[src/rtl/pp_pkg.sv]
`timescale 1ns/1ps
package pp_pkg;
    localparam int PRIO_W = 8;
    localparam int SRC_W  = 24;
    localparam int WORD_W = PRIO_W + SRC_W;
    localparam int IPI_DEFAULT = 2;

    typedef logic [PRIO_W-1:0] prio_t;
    typedef logic [SRC_W-1:0]  src_t;

    localparam prio_t PRIO_LEAST = '1;

    typedef enum logic [1:0] {
        OP_ACCEPT = 2'd0,
        OP_EOI    = 2'd1,
        OP_CPPR   = 2'd2,
        OP_MFRR   = 2'd3
    } op_kind_e;

    typedef struct packed {
        prio_t cppr;
        prio_t mfrr;
        prio_t pend;
        src_t  xisr;
        logic  need_resend;
    } pres_state_t;

    typedef struct packed {
        logic              dlv_ok;
        logic              rej_valid;
        src_t              rej_src;
        logic              resend;
        logic              acc_valid;
        logic [WORD_W-1:0] acc_data;
        logic              eoi_valid;
        src_t              eoi_src;
    } pres_event_t;

    localparam pres_state_t STATE_RESET = '{
        cppr: '0, mfrr: PRIO_LEAST, pend: PRIO_LEAST, xisr: '0, need_resend: 1'b0};

    // a displaced source goes back to the sources only if it is a real one
    function automatic logic reportable(input src_t s, input src_t ipi);
        return (s != '0) && (s != ipi);
    endfunction
endpackage

[src/rtl/pp_dlv_unit.sv]
`timescale 1ns/1ps
module pp_dlv_unit import pp_pkg::*; #(
    parameter int IPI_SRC_ID = IPI_DEFAULT
) (
    input  pres_state_t cur,
    input  src_t        src,
    input  prio_t       prio,
    output pres_state_t nxt,
    output logic        ok,
    output logic        rej_valid,
    output src_t        rej_src
);
    localparam src_t IPI_SRC = src_t'(IPI_SRC_ID);

    always_comb begin
        nxt       = cur;
        ok        = (prio < cur.cppr) && (prio < cur.mfrr) && (prio < cur.pend);
        rej_valid = 1'b0;
        rej_src   = '0;
        if (ok) begin
            rej_valid = reportable(cur.xisr, IPI_SRC);
            rej_src   = cur.xisr;
            nxt.xisr  = src;
            nxt.pend  = prio;
        end else begin
            nxt.need_resend = 1'b1;
        end
    end
endmodule

[src/rtl/pp_op_unit.sv]
`timescale 1ns/1ps
module pp_op_unit import pp_pkg::*; #(
    parameter int IPI_SRC_ID = IPI_DEFAULT
) (
    input  pres_state_t       cur,
    input  op_kind_e          kind,
    input  logic [WORD_W-1:0] data,
    output pres_state_t       nxt,
    output pres_event_t       ev
);
    localparam src_t IPI_SRC = src_t'(IPI_SRC_ID);

    prio_t new_p;
    prio_t top_p;
    prio_t low_p;
    logic  lower;

    assign new_p = data[PRIO_W-1:0];
    assign top_p = data[WORD_W-1 -: PRIO_W];

    always_comb begin
        nxt   = cur;
        ev    = '0;
        lower = 1'b0;
        low_p = top_p;
        case (kind)
            OP_ACCEPT: begin
                ev.acc_valid = 1'b1;
                ev.acc_data  = {cur.cppr, cur.xisr};
                nxt.xisr     = '0;
                nxt.cppr     = cur.pend;
                nxt.pend     = PRIO_LEAST;
            end
            OP_EOI: begin
                lower        = 1'b1;
                low_p        = top_p;
                ev.eoi_valid = (data[SRC_W-1:0] != IPI_SRC);
                ev.eoi_src   = data[SRC_W-1:0];
            end
            OP_CPPR: begin
                if (new_p > cur.cppr) begin
                    lower = 1'b1;
                    low_p = new_p;
                end else if (new_p < cur.cppr) begin
                    nxt.cppr = new_p;
                    if (cur.pend >= new_p) begin
                        ev.rej_valid = reportable(cur.xisr, IPI_SRC);
                        ev.rej_src   = cur.xisr;
                        nxt.xisr     = '0;
                        nxt.pend     = PRIO_LEAST;
                    end
                end
            end
            OP_MFRR: begin
                nxt.mfrr = new_p;
                if ((new_p < cur.cppr) && (new_p <= cur.pend)) begin
                    ev.rej_valid = reportable(cur.xisr, IPI_SRC);
                    ev.rej_src   = cur.xisr;
                    nxt.xisr     = IPI_SRC;
                    nxt.pend     = new_p;
                end
                if (new_p > cur.mfrr) begin
                    ev.resend       = cur.need_resend;
                    nxt.need_resend = 1'b0;
                end
            end
            default: ;
        endcase

        // shared threshold-relaxing path: reload, recheck the IPI, flush resend
        if (lower) begin
            nxt.cppr = low_p;
            if ((cur.mfrr < low_p) && (cur.mfrr <= cur.pend)) begin
                ev.rej_valid = reportable(cur.xisr, IPI_SRC);
                ev.rej_src   = cur.xisr;
                nxt.pend     = cur.mfrr;
                nxt.xisr     = IPI_SRC;
            end
            ev.resend       = cur.need_resend;
            nxt.need_resend = 1'b0;
        end
    end
endmodule

[src/rtl/pp_state_reg.sv]
`timescale 1ns/1ps
module pp_state_reg import pp_pkg::*; (
    input  logic        clk,
    input  logic        rst,
    input  pres_state_t nxt,
    input  pres_event_t ev_nxt,
    output pres_state_t st,
    output pres_event_t ev,
    output logic        irq
);
    always_ff @(posedge clk) begin
        if (rst) begin
            st  <= STATE_RESET;
            ev  <= '0;
            irq <= 1'b0;
        end else begin
            st  <= nxt;
            ev  <= ev_nxt;
            irq <= (nxt.pend < nxt.cppr);
        end
    end
endmodule

[src/rtl/prio_presenter.sv]
`timescale 1ns/1ps
module prio_presenter import pp_pkg::*; #(
    parameter int IPI_SRC_ID = IPI_DEFAULT
) (
    input  logic              clk,
    input  logic              rst,
    input  logic              dlv_valid,
    input  logic [SRC_W-1:0]  dlv_src,
    input  logic [PRIO_W-1:0] dlv_prio,
    input  logic              op_valid,
    input  logic [1:0]        op_kind,
    input  logic [WORD_W-1:0] op_data,
    output logic              dlv_ok,
    output logic              rej_valid,
    output logic [SRC_W-1:0]  rej_src,
    output logic              resend_req,
    output logic              acc_valid,
    output logic [WORD_W-1:0] acc_data,
    output logic              eoi_valid,
    output logic [SRC_W-1:0]  eoi_src,
    output logic              irq_out
);
    pres_state_t st_q;
    pres_event_t ev_q;
    pres_state_t dlv_nxt, op_nxt, nxt_sel;
    pres_event_t op_ev, ev_sel;
    logic        dlv_ok_c, dlv_rej_v;
    src_t        dlv_rej_src;

    pp_dlv_unit #(.IPI_SRC_ID(IPI_SRC_ID)) i_dlv (
        .cur(st_q), .src(dlv_src), .prio(dlv_prio), .nxt(dlv_nxt),
        .ok(dlv_ok_c), .rej_valid(dlv_rej_v), .rej_src(dlv_rej_src));

    pp_op_unit #(.IPI_SRC_ID(IPI_SRC_ID)) i_op (
        .cur(st_q), .kind(op_kind_e'(op_kind)), .data(op_data),
        .nxt(op_nxt), .ev(op_ev));

    // processor operations win; a coincident offer is refused
    always_comb begin
        nxt_sel = st_q;
        ev_sel  = '0;
        if (op_valid) begin
            nxt_sel = op_nxt;
            ev_sel  = op_ev;
            if (dlv_valid) nxt_sel.need_resend = 1'b1;
        end else if (dlv_valid) begin
            nxt_sel          = dlv_nxt;
            ev_sel.dlv_ok    = dlv_ok_c;
            ev_sel.rej_valid = dlv_rej_v;
            ev_sel.rej_src   = dlv_rej_src;
        end
    end

    pp_state_reg i_reg (
        .clk(clk), .rst(rst), .nxt(nxt_sel), .ev_nxt(ev_sel),
        .st(st_q), .ev(ev_q), .irq(irq_out));

    assign dlv_ok     = ev_q.dlv_ok;
    assign rej_valid  = ev_q.rej_valid;
    assign rej_src    = ev_q.rej_src;
    assign resend_req = ev_q.resend;
    assign acc_valid  = ev_q.acc_valid;
    assign acc_data   = ev_q.acc_data;
    assign eoi_valid  = ev_q.eoi_valid;
    assign eoi_src    = ev_q.eoi_src;
endmodule

[config.mk]
export PLATFORM = sky130hd
export DESIGN_NAME = prio_presenter
export DESIGN_NICKNAME = d
export VERILOG_FILES = /design/src/rtl/pp_pkg.sv /design/src/rtl/pp_dlv_unit.sv /design/src/rtl/pp_op_unit.sv /design/src/rtl/pp_state_reg.sv /design/src/rtl/prio_presenter.sv
export SDC_FILE = /design/constraint.sdc
export NUM_CORES = 1
export LEC_CHECK = 0
export ABC_AREA = 0
export BUFFER_PORTS_ARGS = -buffer_cell sky130_fd_sc_hd__buf_2
export CORE_MARGIN = 5
export CORE_UTILIZATION = 35
export DETAILED_ROUTE_END_ITERATION = 16
export PLACE_DENSITY = 0.51
export REMOVE_ABC_BUFFERS = 1
export SLEW_MARGIN = 0
export SYNTH_ARGS = -nofsm -noshare
export SYNTH_HDL_FRONTEND = slang
export SYNTH_HIERARCHICAL = 1
export SYNTH_SLANG_ARGS = --single-unit
[constraint.sdc]
create_clock -name clk -period 6.3 [get_ports clk]
set_clock_uncertainty 0.1 [all_clocks]
set_input_delay 0.315 -clock clk [delete_from_list [all_inputs] [get_ports clk]]
set_output_delay 0.315 -clock clk [all_outputs]
set_load 0.1 [all_outputs]
==> out/qor.json, run 1 <==
{
  "final_layout": {
    "area.sequential_um2": 2700,
    "finish.cell_count_without_fillers": 1567,
    "post_route_cells_drive_above_1_share_pct": 20.6,
    "layout_common_cells": "and2_1, buf_2, dfxtp_1",
    "num-nets-final": 1354,
    "fill_cells": 2737,
    "final_common_cell": "and2_1",
    "multi_input_comb_area_um2": 6020,
    "final_util_pct": 40.4,
    "area.growth.synth_to_final_pct": 14.2
  },
  "synth": {
    "post_synth_edffs": 0,
    "post_synth_instance_area_um2": 9490,
    "avgSynthCellArea_um2": 8.50,
    "yosysSeqAreaShare_pct": 28.5,
    "synth_top_area_share_pct": 28.5,
    "synth_mux_area_share_pct": 11.6,
    "synth_largest_area_cell": "dfxtp_1",
    "ys_ff_latch": 135,
    "synth_top_flop_cell": "dfxtp_1",
    "compound_cell_area_share_of_the_yosys_netlist_pct": 13.0,
    "count_of_unique_library_cells_instantiated_by_yosys": 60,
    "yosys.area_share.simple_pct": 29.4,
    "post_synth_xor_area_fraction_pct": 0,
    "dominant_combinational_cell_family_by_area_after_synthesis": "simple AND/OR/NAND/NOR gates",
    "async_flop_share_pct": 0,
    "synthesis.yosys.warnings": 6,
    "ys_top_cells_by_area": "dfxtp_1, and2_1, ha_1, nor2b_1, mux2i_1",
    "post_synth_fa_ha_maj_area_fraction_pct": 9.37,
    "postSynthCellCount": 1116
  },
  "critical_path": {
    "reg2reg_to": "i_reg/irq",
    "slowest_stage": "and2_1",
    "reg2reg_slack_ns": 0.84,
    "crit_path_start_kind": "flop",
    "cp-end-kind": "flop",
    "critical_path.max_stage_delay_ns": 0.55,
    "worstSetupPathType": "reg2reg",
    "rr_startpoint": "i_reg/st[42]",
    "cell_type_group_with_the_largest_total_delay_on_the_critical_path": "compound AO/OA/AOI/OAI gates",
    "worstPathRequired_ns": 6.51,
    "crit_path_max_fanout": 17,
    "critPathLaunch": "i_reg/st[42]",
    "r2r_cells": 22,
    "worstPathBufferInverterCount": 2,
    "critical_path.cell_chain": "inv_1, ha_1, nor2b_2, o211ai_2, a211oi_4, nor2_1, buf_4, mux2i_1, ha_1, a21oi_1, nor2b_1, o21ai_0, o21ai_0, a2111oi_2, and2_1, mux2_4, nand2_1, o21ai_0, ha_1, a211oi_2, o21ai_1, a2111oi_2",
    "arrival_ns": 5.67
  },
  "pwr": {
    "p_leak_nw": 5.11,
    "ir_worst_vdd_mv": 0.162,
    "intPower_mw": 1.73,
    "powerDensity_nw_per_um2": 238,
    "share_seq_of_total_power_pct": 35.9,
    "p_clk_share_pct": 40.1,
    "p_sw_share_pct": 32.8,
    "total_switching_power_mw": 0.847,
    "power.share.combinational_pct": 23.9
  },
  "hold_path": {
    "hold_path_end": "i_reg/st[0]",
    "worstHoldStart": "rst",
    "min_path_type": "in2reg",
    "whs_path_depth": 2
  },
  "sta": {
    "max_slew.worst_pin.slew_ns": 1.03,
    "post-route-min-period_ns": 5.46,
    "timing.slew.headroom_pct": 31.1,
    "hold_ws_ns": 0.207,
    "grt_setup_unrepaired": "no",
    "timing.final.setup_violations": 0,
    "fmax_mhz": 183,
    "timing.final.crit_share_pct": 86.7,
    "setup_tns_ns": 0,
    "slew_viol_final": 0,
    "hold_viol_final": 0
  },
  "detailed_routing": {
    "drt_drc_violations_left": 0,
    "ant_nets": 0,
    "drt_initial_violations": 512,
    "number_of_iterations_in_the_first_detailed_routing_pass": 5,
    "route.vias.total": 7822,
    "totalWireLength_mm": 26.4,
    "drt-wirelength-per-cell_um": 16.8,
    "vias_per_cell": 4.99
  },
  "run": {
    "drv_cap": 0
  },
  "grt": {
    "grt_pass1_vias": 7744,
    "overflow": 0,
    "gr-usage-met2_pct": 29.0,
    "use_met3_pct": 2.99,
    "groute.usage.overall_pct": 17.2,
    "use_met1_pct": 23.0,
    "grt_max_degree": 98,
    "most_used_layer_global_route": "met2",
    "antenna_found_initial": 1,
    "grt_pass1_wl_mm": 42.5
  },
  "floorplanning": {
    "num_rows": 60,
    "initial_core_util_pct": 35.4,
    "ios": 156,
    "design.die.area_um2": 30500,
    "die_boundary_width_um": 175,
    "die_h_um": 175,
    "fp.coreArea_um2": 26800
  },
  "clock_tree": {
    "cts_inserted_buffers": 17,
    "worst_skew_pair.late_latency_ns": 0.43,
    "clock_tree.root_cell": "clkbuf_16",
    "worst_setup_hold_path_clk_slew_ns": 0.07,
    "cts_tree": "done",
    "cts.sinks": 135,
    "ctsHtreeMaxLevel": 4,
    "postCtsSetupRepairBufs": 0,
    "cts_max_path_buffers": 2,
    "post_cts_resized": 0,
    "post_cts_hold_buffer_count": 0
  },
  "place": {
    "dp.cells": 1535,
    "place_hpwl_mm": 18.6,
    "port-buffer-count": 155,
    "globalplace.congestion": 0.861
  },
  "run_status": {
    "outcome": "finished clean"
  }
}
==> layout make-up <==
type / instances / share of cell area, %
multi-input combinational: 835 / 55.6
sequential: 135 / 25.0
timing repair buffer: 165 / 7.90
clock buffer: 18 / 4.06
tap: 341 / 3.94
inverter: 59 / 2.05
clock inverter: 13 / 1.49
antenna: 1 / 0.0231
==> metal layers <==
layer | routed length [µm] | share of wire, % | vias up
met5 | 0 | 0 | -
met2 | 12400 | 47 | 199
met3 | 1180 | 4.5 | 24
met4 | 408 | 1.5 | 0
li1 | - | - | 3979
met1 | 12400 | 47 | 3620
==> how the worst max path moves through the flow <==
stage,end,slack [ns],cells past startpoint
final,i_reg/irq,0.84,22
after global routing,i_reg/irq,0.36,21
after CTS,i_reg/irq,0.87,21
after detailed placement,i_reg/irq,0.83,21
after global placement,i_reg/irq,0.95,21
after floorplan,i_reg/irq,1.0,20
==> cell families after synthesis <==
group | Yosys count
adder cells (fa/ha/maj) | 71
buffers and inverters | 146
flip-flops | 135
AO/OA/AOI/OAI | 180
multiplexers | 97
AND/OR/NAND/NOR | 486
other | 1
==> cells in the mapped netlist (4+ instances only) <==
cell type / count
a211oi_1: 4
o311ai_0: 8
mux2i_1: 57
buf_2: 11
a222oi_1: 7
nand4_1: 10
or2_1: 14
nor2b_1: 116
buf_4: 27
inv_1: 58
nand3_1: 4
nor4_1: 16
nor2_1: 29
o21ai_1: 11
a22o_1: 27
a22oi_1: 9
buf_6: 11
nand2b_1: 4
mux2_2: 18
o21ai_0: 57
dfxtp_1: 135
nand2_1: 77
a21o_1: 6
ha_1: 71
mux2_4: 22
and2_1: 187
clkbuf_1: 34
nor3_1: 13
a21oi_1: 19
o22ai_1: 9
==> per-stage QoR <==
stage	worst slack (ns)	area, µm²	power, mW
finish	0.840	10800	2.58
CTS	0.868	10800	2.62
floorplan	0.996	8940	1.35
global placement	0.954	10200	1.56
detailed placement	0.829	10200	1.57
global route	0.359	10800	2.73
==> flip-flops by register name (all words and copies together), names as in the netlist <==
name,count
i_reg/irq,1
i_reg/ev,85
i_reg/st,49
==> power by group through the flow <==
stage	Clock, mW	Sequential (mW)	Combinational, mW
2_1_floorplan	0	0.976	0.373
3_3_place_gp	0	0.948	0.616
3_5_place_dp	0	0.949	0.619
4_1_cts	1.07	0.929	0.622
5_1_grt	1.11	0.934	0.688
6_report	1.04	0.928	0.618
Note: power is estimated with default switching activity, not from simulation.
==> run 2: changes to the inputs <==
PLACE_DENSITY = 0.53   (was 0.51)
SYNTH_HIERARCHICAL = unset   (was 1)
==> out/qor.json, run 2 <==
{
  "floorplanning": {
    "die_h": {"value": 147, "unit": "µm", "change": "was 175 µm"},
    "initial_core_util": {"value": 35.3, "unit": "%", "change": "was 35.4%"},
    "design.die.area": {"value": 21500, "unit": "µm²", "change": "was 30500 µm²"},
    "die_boundary_width": {"value": 147, "unit": "µm", "change": "was 175 µm"},
    "ios": {"value": 156, "change": "unchanged"},
    "num_rows": {"value": 50, "change": "was 60"},
    "fp.coreArea": {"value": 18500, "unit": "µm²", "change": "was 26800 µm²"}
  },
  "critical_path": {
    "arrival": {"value": 5.36, "unit": "ns", "change": "was 5.67 ns"},
    "slowest_stage": {"value": "a21oi_2", "change": "was and2_1"},
    "critical_path.cell_chain": {"value": "inv_1, ha_1, nand4_1, or2_0, and3_4, a21oi_2, mux2i_1, ha_1, nand4_1, a21oi_1, a211oi_1, o211ai_1, nor2_2, nor2_1, o31ai_1, ha_1, a21o_1, a211oi_1, o21ai_0, a21oi_1", "change": "was inv_1, ha_1, nor2b_2, o211ai_2, a211oi_4, nor2_1, buf_4, mux2i_1, ha_1, a21oi_1, nor2b_1, o21ai_0, o21ai_0, a2111oi_2, and2_1, mux2_4, nand2_1, o21ai_0, ha_1, a211oi_2, o21ai_1, a2111oi_2"},
    "cp-end-kind": {"value": "flop", "change": "unchanged"},
    "worstPathBufferInverterCount": {"value": 1, "change": "was 2"},
    "critical-path-top-cell-by-count": "ha_1",
    "worstSetupPathType": {"value": "reg2reg", "change": "unchanged"},
    "crit_path_max_fanout": {"value": 9, "change": "was 17"},
    "worstPathRequired": {"value": 6.55, "unit": "ns", "change": "was 6.51 ns"},
    "cell_type_group_with_the_largest_total_delay_on_the_critical_path": {"value": "compound AO/OA/AOI/OAI gates", "change": "unchanged"},
    "crit_path_start_kind": {"value": "flop", "change": "unchanged"},
    "critical_path.max_stage_delay": {"value": 0.45, "unit": "ns", "change": "was 0.55 ns"}
  },
  "place": {
    "dpl_cell_area": {"value": 7530, "unit": "µm²", "change": "was 10200 µm²"},
    "globalplace.congestion": {"value": 0.891, "change": "was 0.861"},
    "place_hpwl": {"value": 15.4, "unit": "mm", "change": "was 18.6 mm"},
    "dp.cells": {"value": 1058, "change": "was 1535"},
    "port-buffer-count": {"value": 155, "change": "unchanged"},
    "detailedPlace.worstSlack": {"value": 1.19, "unit": "ns", "change": "was 0.829 ns"}
  },
  "synth": {
    "ys_ff_latch": {"value": 135, "change": "unchanged"},
    "async_flop_share": {"value": 0, "unit": "%", "change": "unchanged"},
    "synth_largest_area_cell": {"value": "dfxtp_1", "change": "unchanged"},
    "postSynthCellCount": {"value": 693, "change": "was 1116"},
    "synth_top_cells_by_count": {"value": "dfxtp_1, ha_1, and2_1, inv_1, nor2_1", "change": "was and2_1, dfxtp_1, nor2b_1, nand2_1, ha_1"},
    "synth_top_area_share": {"value": 41.4, "unit": "%", "change": "was 28.5%"},
    "ys_top_cells_by_area": {"value": "dfxtp_1, ha_1, and2_1, a22o_1, a21oi_1", "change": "was dfxtp_1, and2_1, ha_1, nor2b_1, mux2i_1"},
    "post_synth_edffs": {"value": 0, "change": "unchanged"},
    "post-synth-top-count-cell": {"value": "dfxtp_1", "change": "was and2_1"},
    "avgSynthCellArea": {"value": 9.43, "unit": "µm²", "change": "was 8.50 µm²"},
    "post_synth_instance_area": {"value": 6540, "unit": "µm²", "change": "was 9490 µm²"},
    "synth_top_flop_cell": {"value": "dfxtp_1", "change": "unchanged"},
    "count_of_unique_library_cells_instantiated_by_yosys": {"value": 58, "change": "was 60"},
    "yosysSeqAreaShare": {"value": 41.4, "unit": "%", "change": "was 28.5%"},
    "synthesis.yosys.warnings": {"value": 0, "change": "was 6"}
  },
  "sta": {
    "hold_ws": {"value": 0.0184, "unit": "ns", "change": "was 0.207 ns"},
    "post-route-worst-setup-slack": {"value": 1.19, "unit": "ns", "change": "was 0.840 ns"},
    "timing.final.setup_violations": {"value": 0, "change": "unchanged"},
    "max_slew.worst_pin.slew": {"value": 1.10, "unit": "ns", "change": "was 1.03 ns"},
    "setup_tns": {"value": 0, "unit": "ns", "change": "unchanged"},
    "timing.slew.headroom": {"value": 27.0, "unit": "%", "change": "was 31.1%"},
    "slew_viol_final": {"value": 0, "change": "unchanged"},
    "grt_setup_unrepaired": {"value": "no", "change": "unchanged"},
    "timing.final.crit_share": {"value": 81.1, "unit": "%", "change": "was 86.7%"},
    "hold_viol_final": {"value": 0, "change": "unchanged"},
    "fmax": {"value": 196, "unit": "MHz", "change": "was 183 MHz"},
    "post-route-min-period": {"value": 5.11, "unit": "ns", "change": "was 5.46 ns"}
  },
  "grt": {
    "grt_pass1_vias": {"value": 5773, "change": "was 7744"},
    "use_met1": {"value": 26.7, "unit": "%", "change": "was 23.0%"},
    "grt_pass1_wl": {"value": 32.6, "unit": "mm", "change": "was 42.5 mm"},
    "groute.usage.overall": {"value": 19.5, "unit": "%", "change": "was 17.2%"},
    "gr-usage-met2": {"value": 30.1, "unit": "%", "change": "was 29.0%"},
    "most_used_layer_global_route": {"value": "met2", "change": "unchanged"},
    "grt_max_degree": {"value": 38, "change": "was 98"},
    "use_met3": {"value": 4.44, "unit": "%", "change": "was 2.99%"},
    "overflow": {"value": 0, "change": "unchanged"},
    "antenna_found_initial": {"value": 1, "change": "unchanged"}
  },
  "clock_tree": {
    "cts_tree": {"value": "done", "change": "unchanged"},
    "ctsHtreeMaxLevel": {"value": 4, "change": "unchanged"},
    "postCtsSetupRepairBufs": {"value": 0, "change": "unchanged"},
    "cts_max_path_buffers": {"value": 2, "change": "unchanged"},
    "post_cts_resized": {"value": 0, "change": "unchanged"},
    "worst_setup_hold_path_clk_slew": {"value": 0.07, "unit": "ns", "change": "about the same"},
    "clock_tree.root_cell": {"value": "clkbuf_16", "change": "unchanged"},
    "worst_skew_pair.late_latency": {"value": 0.43, "unit": "ns", "change": "about the same"},
    "cts_inserted_buffers": {"value": 17, "change": "unchanged"},
    "cts.sinks": {"value": 135, "change": "unchanged"},
    "post_cts_hold_buffer_count": {"value": 11, "change": "was 0"}
  },
  "detailed_routing": {
    "ant_nets": {"value": 0, "change": "unchanged"},
    "drt_initial_violations": {"value": 394, "change": "was 512"},
    "number_of_iterations_in_the_first_detailed_routing_pass": {"value": 5, "change": "unchanged"},
    "drt-wirelength-per-cell": {"value": 19.0, "unit": "µm", "change": "was 16.8 µm"},
    "route.vias.total": {"value": 5745, "change": "was 7822"},
    "vias_per_cell": {"value": 5.22, "change": "was 4.99"},
    "drt_drc_violations_left": {"value": 0, "change": "unchanged"},
    "totalWireLength": {"value": 20.9, "unit": "mm", "change": "was 26.4 mm"}
  },
  "final_layout": {
    "stdcell_area": {"value": 8220, "unit": "µm²", "change": "was 10800 µm²"},
    "layout_common_cells": {"value": "buf_2, dfxtp_1, ha_1", "change": "was and2_1, buf_2, dfxtp_1"},
    "finish.cell_count_without_fillers": {"value": 1101, "change": "was 1567"},
    "largest_register_ff_count": {"value": 85, "change": "unchanged"},
    "num-nets-final": {"value": 995, "change": "was 1354"},
    "largest_registers": {"value": "i_reg.ev x85, i_reg.st x49, i_reg.irq x1", "change": "was i_reg/ev x85, i_reg/st x49, i_reg/irq x1"},
    "antenna_cells_inserted": {"value": 0, "change": "was 1"},
    "post_route_cells_drive_above_1_share": {"value": 24.7, "unit": "%", "change": "was 20.6%"},
    "registers.top_by_ff_count": {"value": "i_reg.ev", "change": "was i_reg/ev"},
    "area.growth.synth_to_final": {"value": 25.7, "unit": "%", "change": "was 14.2%"},
    "final_common_cell": {"value": "buf_2", "change": "was and2_1"}
  },
  "run_status": {
    "outcome": {"value": "finished clean", "change": "unchanged"}
  },
  "pwr": {
    "p_leak": {"value": 4.04, "unit": "nW", "change": "was 5.11 nW"},
    "ir_worst_vdd": {"value": 0.191, "unit": "mV", "change": "was 0.162 mV"},
    "powerDensity": {"value": 283, "unit": "nW/µm²", "change": "was 238 nW/µm²"}
  },
  "run": {
    "drv_cap": {"value": 0, "change": "unchanged"}
  },
  "hold_path": {
    "min_path_type": {"value": "in2reg", "change": "unchanged"}
  }
}
-- run 2: path summary, 6_finish.rpt --
kind,from,to,slack (ns),cells past startpoint
setup / recovery,i_reg.st[48],i_reg.irq,1.19,20
setup reg to reg,i_reg.st[48],i_reg.irq,1.19,20
hold reg to reg,i_reg.st[0],i_reg.ev[58],0.33,2
hold / removal,dlv_src[0],i_reg.st[1],0.02,2
-- run 2: final cells by class --
type | instances | area (µm²)
fill | 1824 | 10300
inverter | 40 | 150
tap | 234 | 293
clock inverter | 15 | 154
multi-input combinational | 488 | 3560
timing repair buffer | 172 | 931
sequential | 135 | 2700
clock buffer | 17 | 425
-- run 2: routing by layer --
layer	vias up	part of all wire [%]
li1	2871	-
met3	33	6.8
met4	2	2.2
met1	2643	47
met5	-	0.086
met2	196	44
-- run 2: logic make-up after synthesis --
logic type                 share of synthesized area (%)
and+or+nand+nor                                     18.4
buffers and inverters                               4.31
adders and majority gates                           13.6
AOI/OAI and AO/OA                                   19.6
DFF                                                 41.4
muxes                                               2.74
-- run 2: per-stage QoR --
step	util [%]	total power [mW]
after floorplan	-	1.22
after global placement	40.6	1.37
after detailed placement	40.6	1.36
after CTS	44.4	2.35
after global routing	44.4	2.44
final	44.4	2.33
-- run 2: power breakdown --
part | internal [mW] | switching, mW
clock network | 0.528 | 0.447
registers | 0.880 | 0.0254
logic | 0.158 | 0.290
==> run 3: changes to the inputs <==
clock period = 4.85 ns   (was 6.3 ns; I/O delays follow)
==> out/qor.json, run 3 (synthesis gave the netlist of run 2 again) <==
{
  "final_layout": {
    "largest_register_ff_count": {"value": 85, "change": "unchanged"},
    "registers.top_by_ff_count": {"value": "i_reg.ev", "change": "unchanged"},
    "largest_registers": {"value": "i_reg.ev x85, i_reg.st x49, i_reg.irq x1", "change": "unchanged"},
    "final_util": {"value": 47.3, "unit": "%", "change": "was 44.4%"},
    "final_common_cell": {"value": "buf_2", "change": "unchanged"},
    "layout_common_cells": {"value": "buf_2, dfxtp_1, ha_1", "change": "unchanged"},
    "antenna_cells_inserted": {"value": 0, "change": "unchanged"},
    "area.growth.synth_to_final": {"value": 34.2, "unit": "%", "change": "was 25.7%"},
    "num-nets-final": {"value": 1046, "change": "was 995"},
    "post_route_cells_drive_above_1_share": {"value": 26.6, "unit": "%", "change": "was 24.7%"}
  },
  "pwr": {
    "powerDensity": {"value": 363, "unit": "nW/µm²", "change": "was 283 nW/µm²"},
    "ir_worst_vdd": {"value": 0.233, "unit": "mV", "change": "was 0.191 mV"},
    "p_leak": {"value": 4.29, "unit": "nW", "change": "was 4.04 nW"}
  },
  "floorplanning": {
    "die_h": {"value": 147, "unit": "µm", "change": "unchanged"},
    "fp.coreArea": {"value": 18500, "unit": "µm²", "change": "unchanged"},
    "num_rows": {"value": 50, "change": "unchanged"},
    "design.die.area": {"value": 21500, "unit": "µm²", "change": "unchanged"},
    "die_boundary_width": {"value": 147, "unit": "µm", "change": "unchanged"},
    "ios": {"value": 156, "change": "unchanged"},
    "initial_core_util": {"value": 35.3, "unit": "%", "change": "unchanged"}
  },
  "clock_tree": {
    "cts.sinks": {"value": 135, "change": "unchanged"},
    "clock_tree.root_cell": {"value": "clkbuf_16", "change": "unchanged"},
    "ctsHtreeMaxLevel": {"value": 4, "change": "unchanged"},
    "cts_max_path_buffers": {"value": 2, "change": "unchanged"},
    "cts_tree": {"value": "done", "change": "unchanged"},
    "worst_skew_pair.late_latency": {"value": 0.42, "unit": "ns", "change": "was 0.43 ns"},
    "cts_inserted_buffers": {"value": 17, "change": "unchanged"},
    "worst_setup_hold_path_clk_slew": {"value": 0.07, "unit": "ns", "change": "about the same"}
  },
  "critical_path": {
    "cp-end-kind": {"value": "flop", "change": "unchanged"},
    "crit_path_max_fanout": {"value": 8, "change": "was 9"},
    "arrival": {"value": 4.79, "unit": "ns", "change": "was 5.36 ns"},
    "crit_path_start_kind": {"value": "flop", "change": "unchanged"},
    "worstPathRequired": {"value": 5.10, "unit": "ns", "change": "was 6.55 ns"},
    "worstSetupPathType": {"value": "reg2reg", "change": "unchanged"},
    "reg2reg_slack": {"value": 0.32, "unit": "ns", "change": "was 1.19 ns"}
  },
  "sta": {
    "timing.final.setup_violations": {"value": 0, "change": "unchanged"},
    "timing.slew.headroom": {"value": 21.1, "unit": "%", "change": "was 27.0%"},
    "fmax": {"value": 221, "unit": "MHz", "change": "was 196 MHz"},
    "grt_setup_unrepaired": {"value": "no", "change": "unchanged"},
    "post-route-min-period": {"value": 4.53, "unit": "ns", "change": "was 5.11 ns"},
    "timing.final.crit_share": {"value": 93.5, "unit": "%", "change": "was 81.1%"},
    "max_slew.worst_pin.slew": {"value": 1.18, "unit": "ns", "change": "was 1.10 ns"},
    "slew_viol_final": {"value": 0, "change": "unchanged"},
    "hold_viol_final": {"value": 0, "change": "unchanged"},
    "setup_tns": {"value": 0, "unit": "ns", "change": "unchanged"}
  },
  "place": {
    "globalplace.congestion": {"value": 0.928, "change": "was 0.891"},
    "port-buffer-count": {"value": 155, "change": "unchanged"},
    "place_hpwl": {"value": 16.3, "unit": "mm", "change": "was 15.4 mm"}
  },
  "grt": {
    "groute.usage.overall": {"value": 20.2, "unit": "%", "change": "was 19.5%"},
    "antenna_found_initial": {"value": 0, "change": "was 1"},
    "overflow": {"value": 0, "change": "unchanged"},
    "grt_pass1_vias": {"value": 6072, "change": "was 5773"},
    "grt_pass1_wl": {"value": 34.1, "unit": "mm", "change": "was 32.6 mm"},
    "grt_max_degree": {"value": 38, "change": "unchanged"}
  },
  "detailed_routing": {
    "number_of_iterations_in_the_first_detailed_routing_pass": {"value": 5, "change": "unchanged"},
    "totalWireLength": {"value": 22.1, "unit": "mm", "change": "was 20.9 mm"},
    "vias_per_cell": {"value": 5.26, "change": "was 5.22"},
    "drt-wirelength-per-cell": {"value": 19.2, "unit": "µm", "change": "was 19.0 µm"},
    "drt_initial_violations": {"value": 376, "change": "was 394"},
    "ant_nets": {"value": 0, "change": "unchanged"},
    "route.vias.total": {"value": 6059, "change": "was 5745"},
    "drt_drc_violations_left": {"value": 0, "change": "unchanged"}
  },
  "hold_path": {
    "min_path_type": {"value": "in2reg", "change": "unchanged"}
  },
  "run_status": {
    "outcome": {"value": "finished clean", "change": "unchanged"}
  },
  "run": {
    "drv_cap": {"value": 0, "change": "unchanged"}
  }
}
-- run 3: changes by cell type in the layout (fill, tap and decap cells not counted), sizes merged --
cell,delta
clkinvlp,-1
buf,+22
dlygate4sd3,+29
inv,-1
bufinv,+2
-- run 3: final timing paths --
path	from	endpoint	cells past startpoint
hold reg to reg	i_reg.st[0]	i_reg.ev[58]	2
setup / recovery	i_reg.st[43]	i_reg.irq	21
setup reg to reg	i_reg.st[43]	i_reg.irq	21
hold / removal	dlv_src[1]	i_reg.st[2]	3
-- run 3: layout make-up --
| class | instances | area [µm²] |
|---|---|---|
| fill | 1776 | 9750 |
| multi-input combinational | 488 | 3600 |
| sequential | 135 | 2700 |
| timing repair buffer | 223 | 1390 |
| clock buffer | 17 | 425 |
| tap | 234 | 293 |
| clock inverter | 15 | 203 |
| inverter | 40 | 150 |
-- run 3: critical path, cell delays in order, from the launching register on --
cell and delay, ns:
dfxtp_1 0.33, inv_1 0.09, ha_1 0.31, nand4_1 0.16, or2_1 0.27, and3_4 0.20
a21oi_2 0.12, buf_6 0.17, mux2i_2 0.24, ha_1 0.28, a21oi_1 0.14, a21oi_1 0.10
a211oi_2 0.21, o211ai_1 0.22, or2_4 0.33, nor2_1 0.13, o31ai_1 0.10, ha_1 0.33
a21o_1 0.19, a211oi_2 0.20, o21ai_0 0.11, a21oi_1 0.13
-- run 3: per-layer routing --
| metal | track usage, % | wire length (µm) | share of wire (%) |
|---|---|---|---|
| met1 | 27.0 | 9980 | 45 |
| met2 | 31.3 | 9840 | 45 |
| met3 | 5.96 | 1830 | 8.3 |
| met4 | 6.82 | 430 | 1.9 |
| met5 | 0 | 0 | 0 |
-- run 3: repair_timing --
item,4_1_cts,5_1_grt
hold endpoints to repair,40,0
resized for setup,0,12
setup endpoints to repair,0,1
setup buffers,0,4
hold buffers,40,0
-- run 3: where the power goes --
group,switching (mW),leakage [nW],internal [mW]
Sequential,0.0319,1.10,1.14
Clock,0.577,0.304,0.790
Combinational,0.396,2.89,0.243
Total,1.01,4.29,2.18
-- run 3: per-stage QoR --
step,instance area (µm²),setup WS [ns],hold WS (ns),power [mW],cells
final,8770,0.316,0.0517,3.18,1152
after global placement,7660,0.310,0.320,1.79,1076
after floorplan,6400,0.449,0.212,1.58,663
after global routing,8770,0.0120,0.0606,3.32,1152
after CTS,8690,0.0769,0.0382,3.18,1148
after detailed placement,7660,0.131,0.325,1.79,1076
